--- config.mk ---
export PLATFORM = sky130hd
export DESIGN_NAME = pci_cycle_classifier
export DESIGN_NICKNAME = d
export VERILOG_FILES = /design/src/rtl/pcc_pkg.sv /design/src/rtl/pcc_sampler.sv /design/src/rtl/pcc_tracker.sv /design/src/rtl/pcc_store_gate.sv /design/src/rtl/pci_cycle_classifier.sv
export SDC_FILE = /design/constraint.sdc
export NUM_CORES = 1
export LEC_CHECK = 0
export ABC_AREA = 1
export BUFFER_PORTS_ARGS = -buffer_cell sky130_fd_sc_hd__clkbuf_2
export CAP_MARGIN = 20
export CORE_MARGIN = 2
export CORE_UTILIZATION = 54
export CTS_CLUSTER_DIAMETER = 200
export DETAILED_ROUTE_END_ITERATION = 10
export GPL_TIMING_DRIVEN = 0
export PLACE_DENSITY = 0.82
export RECOVER_POWER = 25
export SETUP_SLACK_MARGIN = 0.3
export SYNTH_ARGS = -nofsm -noshare
export SYNTH_HDL_FRONTEND = slang
export SYNTH_HIERARCHICAL = 1
export SYNTH_SLANG_ARGS = --single-unit
--- constraint.sdc ---
create_clock -name clk -period 4.2 [get_ports clk]
set_input_delay 0.21 -clock clk [delete_from_list [all_inputs] [get_ports clk]]
set_output_delay 0.21 -clock clk [all_outputs]
set_load 0.02 [all_outputs]
--- src/rtl/pcc_pkg.sv ---
package pcc_pkg;

    typedef enum logic [1:0] {
        ST_IDLE  = 2'd0,
        ST_DATA  = 2'd1,
        ST_DRAIN = 2'd2
    } pcc_state_e;

    // Registered copy of the monitored bus lines (levels as on the wires)
    typedef struct packed {
        logic       frame_n;
        logic       irdy_n;
        logic       trdy_n;
        logic       stop_n;
        logic       devsel_n;
        logic [3:0] cbe_n;
    } pcc_bus_t;

    // Classification of one sampled clock, active high inside the block
    typedef struct packed {
        logic idle;
        logic dvalid;
        logic iwait;
        logic twait;
        logic nodev;
        logic retry;
        logic tabort;
        logic mabort;
        logic eot;
        logic err_nodev;
        logic err_special;
    } pcc_flags_t;

    localparam logic [3:0] CMD_SPECIAL = 4'b0001;

endpackage

--- src/rtl/pcc_sampler.sv ---
module pcc_sampler
    import pcc_pkg::*;
(
    input  logic     clk,
    input  logic     rst_n,
    input  pcc_bus_t bus_i,
    output pcc_bus_t bus_q
);

    always_ff @(posedge clk or negedge rst_n) begin
        if (!rst_n) bus_q <= '1;
        else        bus_q <= bus_i;
    end

endmodule

--- src/rtl/pcc_tracker.sv ---
module pcc_tracker
    import pcc_pkg::*;
#(
    parameter int SINGLE_LIMIT = 5,
    parameter int MULTI_LIMIT  = 6
) (
    input  logic       clk,
    input  logic       rst_n,
    input  pcc_bus_t   bus,
    output pcc_flags_t flags
);

    localparam int CW = $clog2(MULTI_LIMIT + 1);
    localparam logic [CW-1:0] LIM_S = CW'(SINGLE_LIMIT);
    localparam logic [CW-1:0] LIM_M = CW'(MULTI_LIMIT);

    pcc_state_e    state, state_nx;
    logic [CW-1:0] cnt;
    logic          dev_seen, xfer_seen;
    logic [3:0]    cmd;

    logic in_data, addr_ph, irdy, trdy, stop, devsel, last, special;
    logic [CW-1:0] cnt_nx, lim;

    assign irdy    = !bus.irdy_n;
    assign trdy    = !bus.trdy_n;
    assign stop    = !bus.stop_n;
    assign devsel  = !bus.devsel_n;
    assign last    = bus.frame_n;
    assign in_data = (state == ST_DATA);
    assign addr_ph = (state == ST_IDLE) && !bus.frame_n;
    assign special = (cmd == CMD_SPECIAL);
    assign cnt_nx  = cnt + 1'b1;
    assign lim     = last ? LIM_S : LIM_M;

    // Output decode of the current sampled clock
    always_comb begin
        flags             = '0;
        flags.idle        = bus.frame_n && bus.irdy_n;
        flags.dvalid      = in_data && irdy && trdy;
        flags.mabort      = in_data && !devsel && !dev_seen && (cnt_nx >= lim);
        flags.tabort      = in_data && stop && !devsel && dev_seen;
        flags.retry       = in_data && stop && devsel && !trdy && !xfer_seen;
        flags.iwait       = in_data && !stop && devsel && !irdy;
        flags.twait       = in_data && !stop && devsel && irdy && !trdy;
        flags.nodev       = in_data && !stop && !devsel && !dev_seen && !flags.mabort;
        flags.eot         = in_data && (flags.mabort || flags.tabort ||
                                        (last && irdy && (trdy || stop)));
        flags.err_nodev   = in_data && !special && irdy && trdy && !devsel;
        flags.err_special = in_data && special && devsel;
    end

    // Next-state decode
    always_comb begin
        state_nx = state;
        unique case (state)
            ST_IDLE:  if (!bus.frame_n) state_nx = ST_DATA;
            ST_DATA:  if (flags.eot)    state_nx = last ? ST_IDLE : ST_DRAIN;
            ST_DRAIN: if (bus.frame_n)  state_nx = ST_IDLE;
            default:                    state_nx = ST_IDLE;
        endcase
    end

    // State register
    always_ff @(posedge clk or negedge rst_n) begin
        if (!rst_n) state <= ST_IDLE;
        else        state <= state_nx;
    end

    // Per-transaction context
    always_ff @(posedge clk or negedge rst_n) begin
        if (!rst_n) begin
            cnt       <= '0;
            dev_seen  <= 1'b0;
            xfer_seen <= 1'b0;
            cmd       <= '1;
        end else if (addr_ph) begin
            cnt       <= '0;
            dev_seen  <= 1'b0;
            xfer_seen <= 1'b0;
            cmd       <= bus.cbe_n;
        end else if (in_data) begin
            if (devsel)       dev_seen  <= 1'b1;
            if (flags.dvalid) xfer_seen <= 1'b1;
            if (devsel || dev_seen || flags.eot) cnt <= '0;
            else                                 cnt <= cnt_nx;
        end else begin
            cnt <= '0;
        end
    end

    AST_MABORT_ONE_CLK: assert property (@(posedge clk) disable iff (!rst_n)
        flags.mabort |=> !flags.mabort);
    AST_MABORT_ENDS_XACT: assert property (@(posedge clk) disable iff (!rst_n)
        flags.mabort |-> flags.eot && !flags.nodev);
    AST_TABORT_ONE_CLK: assert property (@(posedge clk) disable iff (!rst_n)
        flags.tabort |=> !flags.tabort);
    AST_EOT_ONE_CLK: assert property (@(posedge clk) disable iff (!rst_n)
        flags.eot |=> !flags.eot);
    AST_NO_WAIT_ON_XFER: assert property (@(posedge clk) disable iff (!rst_n)
        flags.dvalid |-> !flags.iwait && !flags.twait);

endmodule

--- src/rtl/pcc_store_gate.sv ---
module pcc_store_gate
    import pcc_pkg::*;
(
    input  pcc_flags_t flags,
    input  logic       state_mode,
    input  logic       drop_wait,
    input  logic       drop_idle,
    output logic       store
);

    logic any_wait;
    assign any_wait = flags.iwait || flags.twait || flags.nodev;

    always_comb begin
        store = 1'b1;
        if (state_mode) begin
            if (drop_wait && any_wait)    store = 1'b0;
            if (drop_idle && flags.idle)  store = 1'b0;
        end
    end

endmodule

--- src/rtl/pci_cycle_classifier.sv ---
module pci_cycle_classifier
    import pcc_pkg::*;
#(
    parameter int SINGLE_LIMIT = 5,
    parameter int MULTI_LIMIT  = 6
) (
    input  logic       clk,
    input  logic       rst_n,
    input  logic       frame_n,
    input  logic       irdy_n,
    input  logic       trdy_n,
    input  logic       stop_n,
    input  logic       devsel_n,
    input  logic [3:0] cbe_n,
    input  logic       state_mode,
    input  logic       drop_wait,
    input  logic       drop_idle,
    output logic       idle_n,
    output logic       dvalid_n,
    output logic       iwait_n,
    output logic       twait_n,
    output logic       nodev_wait_n,
    output logic       retry_n,
    output logic       tabort_n,
    output logic       mabort_n,
    output logic       eot_n,
    output logic       store_o,
    output logic       err_nodev,
    output logic       err_special
);

    pcc_bus_t   bus_raw, bus_q;
    pcc_flags_t flags;

    assign bus_raw = '{frame_n: frame_n, irdy_n: irdy_n, trdy_n: trdy_n,
                       stop_n: stop_n, devsel_n: devsel_n, cbe_n: cbe_n};

    pcc_sampler u_sampler (
        .clk   (clk),
        .rst_n (rst_n),
        .bus_i (bus_raw),
        .bus_q (bus_q)
    );

    pcc_tracker #(
        .SINGLE_LIMIT (SINGLE_LIMIT),
        .MULTI_LIMIT  (MULTI_LIMIT)
    ) u_tracker (
        .clk   (clk),
        .rst_n (rst_n),
        .bus   (bus_q),
        .flags (flags)
    );

    pcc_store_gate u_gate (
        .flags      (flags),
        .state_mode (state_mode),
        .drop_wait  (drop_wait),
        .drop_idle  (drop_idle),
        .store      (store_o)
    );

    assign idle_n       = !flags.idle;
    assign dvalid_n     = !flags.dvalid;
    assign iwait_n      = !flags.iwait;
    assign twait_n      = !flags.twait;
    assign nodev_wait_n = !flags.nodev;
    assign retry_n      = !flags.retry;
    assign tabort_n     = !flags.tabort;
    assign mabort_n     = !flags.mabort;
    assign eot_n        = !flags.eot;
    assign err_nodev    = flags.err_nodev;
    assign err_special  = flags.err_special;

    AST_DATA_ALWAYS_STORED: assert property (@(posedge clk) disable iff (!rst_n)
        !dvalid_n |-> store_o);
    AST_TIMING_STORES_ALL: assert property (@(posedge clk) disable iff (!rst_n)
        !state_mode && !idle_n |-> store_o);

endmodule

==> out/qor.txt, run 1 <==
status -> finished, final reports clean
clock buffer depth -> 2
VDD IR max -> 248.2 uV
post-detailed-routing wire length -> 1.703 mm
NumNets Final -> 172
Hold Crit Depth -> 2
Reg area -> 516.7 um^2
Slew Limit Fails -> 0
Max Freq -> 419.8 MHz
Crit. End Element -> primary output
Syn Area/Cell -> 8.367 um^2
Hold Path End -> u_tracker/cmd[3]$_DFFE_PN1P_
PD cells -> 441.6 nW/um^2
CTS tree -> built
# DRC -> 0
Worst Hold Class -> reg -> reg
Port Buf Inserts -> 25
Worst Tran Pin Value -> 1.028 ns
commonest cells after routing, fill and taps aside -> nand2_1, inv_1, clkbuf_2
post-layout min period -> 2.382 ns
Seq cells post-synth -> 20
max_cap viols -> 0
Mapped Area -> 962.2 um^2
Final WS setup -> 1.818 ns
Ports -> 26
core area -> 1708 um^2
Final period util -> 56.71%
Routed Antenna Nets -> 0
Reg-to-Reg End -> u_tracker/state[1]$_DFFE_PN0P_
TNS Setup -> 0 ns
placed instance count -> 165
H-tree depth -> 1
design area -> 1244 um^2
via count -> 809
Pleak -> 0.0006464 uW
initial antenna violation count -> 0
Starting Density -> 56.34%
Post-CTS Hold Buffers -> 10
Reg-to-Reg Start -> u_tracker/cnt[0]$_DFF_PN0_
Post-Layout Cell Count -> 179
hold_sp -> u_sampler/bus_q[3]$_DFF_PN1_
total gr overflow -> 0
drt wl/cell -> 9.514 um
CP startpoint kind -> flip-flop
Rows -> 15
Synth-to-Final Area Change -> 29.26%
Clock transition at path regs -> 0.10 ns
placed cell area -> 1119 um^2
Post-Synthesis Net Count -> 132
pin count of the biggest net entering global routing -> 21
Clk Latency, worst-skew pair -> 0.29 ns
Worst R2R Path Depth -> 8
Worst EP required -> 3.99 ns
hpwl dp -> 1.227 mm
first-pass GRT wire length -> 2.691 mm
root buffer cell -> clkbuf_4
via/cell ratio -> 4.520
Final Wtd Congestion -> 0.7703
commonest non-fill, non-tap cell in the layout -> nand2_1
share of layout cells above drive strength 1 -> 31.82%
Total GRT Usage -> 18.83%
drt initial violations -> 15
max_slew headroom -> 31.43%
worst hold slack -> 0.4569 ns
r2r setup slk -> 2.68 ns
YS warnings -> 6
final hold violations -> 0
setup skew after layout -> 0.002839 ns
Die Area -> 2135 um^2
critical path arrival -> 2.17 ns
Seq/Total Area, Yosys -> 53.71%
vias in the first global route -> 675
Distinct cells, synth -> 19
final setup fails -> 0
DP Worst Slack -> 2.133 ns
fillcell total -> 143
CP max FO -> 3
Setup Fix Bufs, Post-CTS -> 0
Die Y -> 46.21 um
diode count -> 0
synthesized netlist cell count -> 115
Multi-input gate area -> 340.3 um^2
clk sinks -> 20
drt pass-1 iters -> 4
CP Class -> reg -> out
# resized after CTS -> 0
Num CTS Buffers -> 3
RSZ-0062 raised after global routing -> false
die width -> 46.21 um
==> area by class of cell <==
type / instances / area share (%)
tap: 25 / 2.515
clock buffer: 4 / 2.113
sequential: 20 / 41.55
inverter: 28 / 8.451
multi-input combinational: 67 / 27.36
timing repair buffer: 35 / 18.01
==> worst max path at each step <==
stage                               start      end  slack, ns  depth (start not counted)
2_1_floorplan  u_tracker/cnt[0]$_DFF_PN0_  store_o       2.29                         12
3_3_place_gp   u_tracker/cnt[0]$_DFF_PN0_  store_o       2.16                         13
3_5_place_dp   u_tracker/cnt[0]$_DFF_PN0_  store_o       2.13                         13
4_1_cts        u_tracker/cnt[0]$_DFF_PN0_  store_o       1.79                         13
5_1_grt        u_tracker/cnt[0]$_DFF_PN0_  store_o       1.68                         13
6_report       u_tracker/cnt[0]$_DFF_PN0_  store_o       1.82                         13
==> cell families (layout without fill, tap and decap cells) <==
family,after synthesis,count (layout),synth area share [%]
and+or+nand+nor,60,60,29.39
buffers and inverters,28,67,10.92
adders and majority gates,3,3,3.902
AOI/OAI and AO/OA,4,4,2.081
DFF,20,20,53.71
==> routing by layer <==
layer  track usage [%]  wire length [um]
met1             20.97               738
met2             31.94               835
met3             4.314                76
met4             12.00                53
met5                 0                 0
==> report_power, final <==
group,internal [uW],switching (uW)
Combinational,65.8,116
Clock,37.0,53.3
Sequential,250,27.3
==> stage by stage <==
stage | utilization (%) | total power, uW
floorplan | - | 405.6
global placement | 65.49 | 446.8
detailed placement | 65.49 | 453.9
CTS | 72.89 | 552.6
global route | 72.82 | 591.1
finish | 72.82 | 549.2
==> Yosys cell counts <==
cell	instances	area [um^2]
or2_1	1	6.260
nor2_2	1	6.260
dfstp_2	13	341.6
ha_1	3	37.54
nor3_1	2	10.01
nor3_2	2	20.02
nand2_1	33	123.9
dfrtp_1	7	175.2
inv_2	2	7.510
nand2_4	1	11.26
nand3_4	1	17.52
nor4_1	1	6.260
inv_1	26	97.59
nand2_2	1	6.260
o21ai_1	2	10.01
a21oi_1	2	10.01
nand3_1	3	15.01
nor2_1	13	48.80
nor2_4	1	11.26
==> flip-flops by register name, summed over array words and instances, names as in the netlist <==
register and cells:
u_sampler/bus_q 9, u_tracker/cmd 4, u_tracker/cnt 3, u_tracker/dev_seen 1, u_tracker/state 2, u_tracker/xfer_seen 1
==> worst max-delay path, cell delays in order (launching register included) <==
cell and delay [ns]:
dfrtp_1 0.42, ha_1 0.32, ha_1 0.27, nand2_1 0.06, nand2_1 0.07, nand3_4 0.08, inv_1 0.06, nor3_1 0.18
inv_1 0.06, nand2_1 0.06, nand2_1 0.04, nand2_1 0.05, nand2_1 0.04, clkbuf_2 0.14
Power figures use the tool's default switching activity.
==> inputs of run 2 (changes only) <==
Settings changed: ABC_AREA 1 to 0, CORE_UTILIZATION 54 to 49, PLACE_DENSITY 0.82 to 0.76.
Clock period 4.2 ns to 2.47 ns, I/O delays scaled along.
==> run 2 against run 1 <==
Sequential power increased by 73%. Hold slack got worse by 0.0066 ns. Clock power is 100% higher. Routed wire length rose by 16%. Setup slack worse by 1.8 ns. Critical path type unchanged. Largest cell class unchanged.
==> out/qor.txt, run 2 <==
vias in the first global route -> 728 (+7.9%)
Seq/Total Area, Yosys -> 57.36% (+3.7 points)
drt pass-1 iters -> 4 (unchanged)
Seq cells post-synth -> 20 (unchanged)
commonest non-fill, non-tap cell in the layout -> clkbuf_2
Starting Density -> 52.17% (-4.2 points)
core area -> 1727 um^2 (+1.1%)
status -> finished, final reports clean
via/cell ratio -> 4.886 (+8.1%)
Slew Limit Fails -> 0 (unchanged)
root buffer cell -> clkbuf_4
Ports -> 26 (unchanged)
synthesized netlist cell count -> 79 (-31%)
Final period util -> 98.95%
CP Class -> reg -> out
crit-path max cell delay -> 0.43 ns (about the same)
cell repeated most along the worst path -> ha_4
Mapped Area -> 900.9 um^2 (-6.4%)
hpwl dp -> 1.256 mm (+2.4%)
Clock transition at path regs -> 0.10 ns (about the same)
Pleak -> 0.0006092 uW (-5.8%)
clock buffer depth -> 2 (unchanged)
VDD IR max -> 572.9 uV (+130%)
via count -> 728 (-10%)
# DRC -> 0 (unchanged)
YS warnings -> 6 (unchanged)
Clk Latency, worst-skew pair -> 0.30 ns (about the same)
Post-synth EDFFs -> 0 (unchanged)
Worst EP required -> 2.35 ns (-1.64 ns)
Die Y -> 46.88 um (+1.4%)
clk sinks -> 20 (unchanged)
Post-Layout Cell Count -> 149 (-17%)
final setup fails -> 0 (unchanged)
H-tree depth -> 1 (unchanged)
diode count -> 0 (unchanged)
worst path cell trace -> ha_4 > ha_4 > a21oi_2 > or2_4 > and3_4 > o311a_1 > a31oi_2 > buf_4
CTS tree -> built
PD cells -> 757.0 nW/um^2 (+71%)
max_cap viols -> 0 (unchanged)
Num CTS Buffers -> 3 (unchanged)
RSZ-0062 raised after global routing -> true
drt wl/cell -> 13.26 um (+39%)
area leader, netlist -> dfstp_2
Largest regs -> u_sampler/bus_q: 9 flops, u_tracker/cmd: 4 flops, u_tracker/cnt: 3 flops
Worst Hold Class -> in -> reg
overall power -> 1019 uW (+86%)
Synth area leaders -> dfstp_2, dfrtp_1, inv_1, mux2_2, ha_1
Syn Area/Cell -> 11.40 um^2 (+36%)
most frequent cell after synthesis -> dfstp_2
fillcell total -> 126 (-12%)
pin count of the biggest net entering global routing -> 21 (unchanged)
total gr overflow -> 0 (unchanged)
Total GRT Usage -> 18.77% (-0.067 points)
Final Wtd Congestion -> 0.7230 (-6.1%)
Final WS setup -> 0.02583 ns (-1.792 ns)
initial antenna violation count -> 0 (unchanged)
Worst path slowest cell -> dfrtp_1
critical path arrival -> 2.32 ns (+0.15 ns)
share of synthesized registers carrying an async set or reset -> 100.0% (unchanged)
post-detailed-routing wire length -> 1.975 mm (+16%)
worst hold slack -> 0.4502 ns (-0.006637 ns)
commonest cells after routing, fill and taps aside -> clkbuf_2, dfstp_2, inv_1, dlygate4sd3_1
share of layout cells above drive strength 1 -> 57.26% (+25 points)
max_slew headroom -> 32.83% (+1.4 points)
utilization after layout -> 77.97% (+5.2 points)
Reg-to-Reg Start -> u_tracker/cnt[0]$_DFF_PN0_
top_reg_cell synth -> dfstp_2
Post-Synthesis Net Count -> 96 (-27%)
Synth top cells by count -> dfstp_2, inv_1, dfrtp_1, nor2_1
NumNets Final -> 142 (-17%)
Distinct cells, synth -> 27 (+8)
Routed Antenna Nets -> 0 (unchanged)
Die Area -> 2197 um^2 (+2.9%)
Rows -> 15 (unchanged)
hold_sp -> devsel_n
die width -> 46.88 um (+1.4%)
placed instance count -> 129 (-22%)
post-synth top area share -> 37.92% (+2.4 points)
Port Buf Inserts -> 25 (unchanged)
drt initial violations -> 23 (+8)
setup skew after layout -> 0.007579 ns (+0.004740 ns)
DP Worst Slack -> 0.1473 ns (-1.986 ns)
Max Freq -> 409.1 MHz
post-layout min period -> 2.444 ns
CP max FO -> 2 (-1)
first-pass GRT wire length -> 2.829 mm (+5.1%)
Crit. End Element -> primary output
CP startpoint kind -> flip-flop
Biggest register -> u_sampler/bus_q
final hold violations -> 0 (unchanged)
Synth-to-Final Area Change -> 49.44%
Worst Tran Pin Value -> 1.008 ns (-0.02096 ns)
number of flip-flops in the largest register -> 9 (unchanged)
Critical path origin -> u_tracker/cnt[0]$_DFF_PN0_
[run 2: changes by cell type after synthesis, moves of 4 or more]
cell and change:
nand2_1 -30, nor2_1 -6, and3_1 +4, inv_1 -14, mux2_2 +4
[run 2: cells by family after synthesis]
group / after synthesis / share of synthesized area (%)
AOI/OAI and AO/OA: 8 / 6.389
xor gates and xnor gates: 1 / 0.9724
adders and majority gates: 3 / 4.167
buffers and inverters: 13 / 5.555
DFF: 20 / 57.36
muxes: 4 / 5.000
and+or+nand+nor: 30 / 20.56
[run 2: layer usage]
layer	vias to the layer above	GRT usage [%]	routed length (um)
met2	23	36.44	1128
met3	2	3.462	76
met4	0	6.667	11
met1	348	19.90	758
li1	355	-	-
met5	-	0	0
[run 2: worst max-delay path, delay by kind of cell (launching register included)]
family / cells / cell delay [ns]
fa+ha+maj: 2 / 0.53
compound gates: 3 / 0.50
flops: 1 / 0.43
simple gates: 2 / 0.40
buf+inv: 1 / 0.16
[run 2: report_power, final]
| part | internal (uW) | switching (uW) |
|---|---|---|
| clock network | 89.9 | 94.6 |
| logic | 188 | 167 |
| registers | 429 | 50.2 |
| total | 707 | 312 |
[run 2: what timing repair did]
action,CTS,global route
gates resized for setup,10,14
endpoints found under the setup margin,2,4
pin swaps,4,4
hold endpoints to repair,16,0
buffers inserted,3,3
hold buffers,10,0
[run 2: stage by stage]
stage | cell area (um^2) | TNS [ns]
floorplan | 907.1 | 0
global placement | 1064 | 0
detailed placement | 1064 | 0
CTS | 1257 | -0.09642
global route | 1346 | -0.06625
finish | 1346 | 0
[run 2: path summary, 6_finish.rpt]
check / to / slack, ns / cells after the start
min: u_sampler/bus_q[4]$_DFF_PN1_ / 0.45 / 2
min in group asynchronous: u_tracker/xfer_seen$_DFFE_PN0P_ / 0.50 / 2
min reg2reg: u_tracker/xfer_seen$_DFFE_PN0P_ / 0.52 / 2
max reg2reg: u_tracker/state[0]$_DFFE_PN0P_ / 0.66 / 7
max: store_o / 0.03 / 8
max in group asynchronous: u_tracker/cnt[1]$_DFF_PN0_ / 1.36 / 2
[run 2: area by class of cell]
cell class	instances	area [um^2]	share of cell area, %
Sequential cell	20	516.7	38.38
Multi-Input combinational cell	46	405.4	30.11
Timing Repair Buffer	41	304.0	22.58
Inverter	12	47.55	3.532
Clock buffer	4	36.28	2.695
Tap cell	25	31.28	2.323
Buffer	1	5.005	0.3717
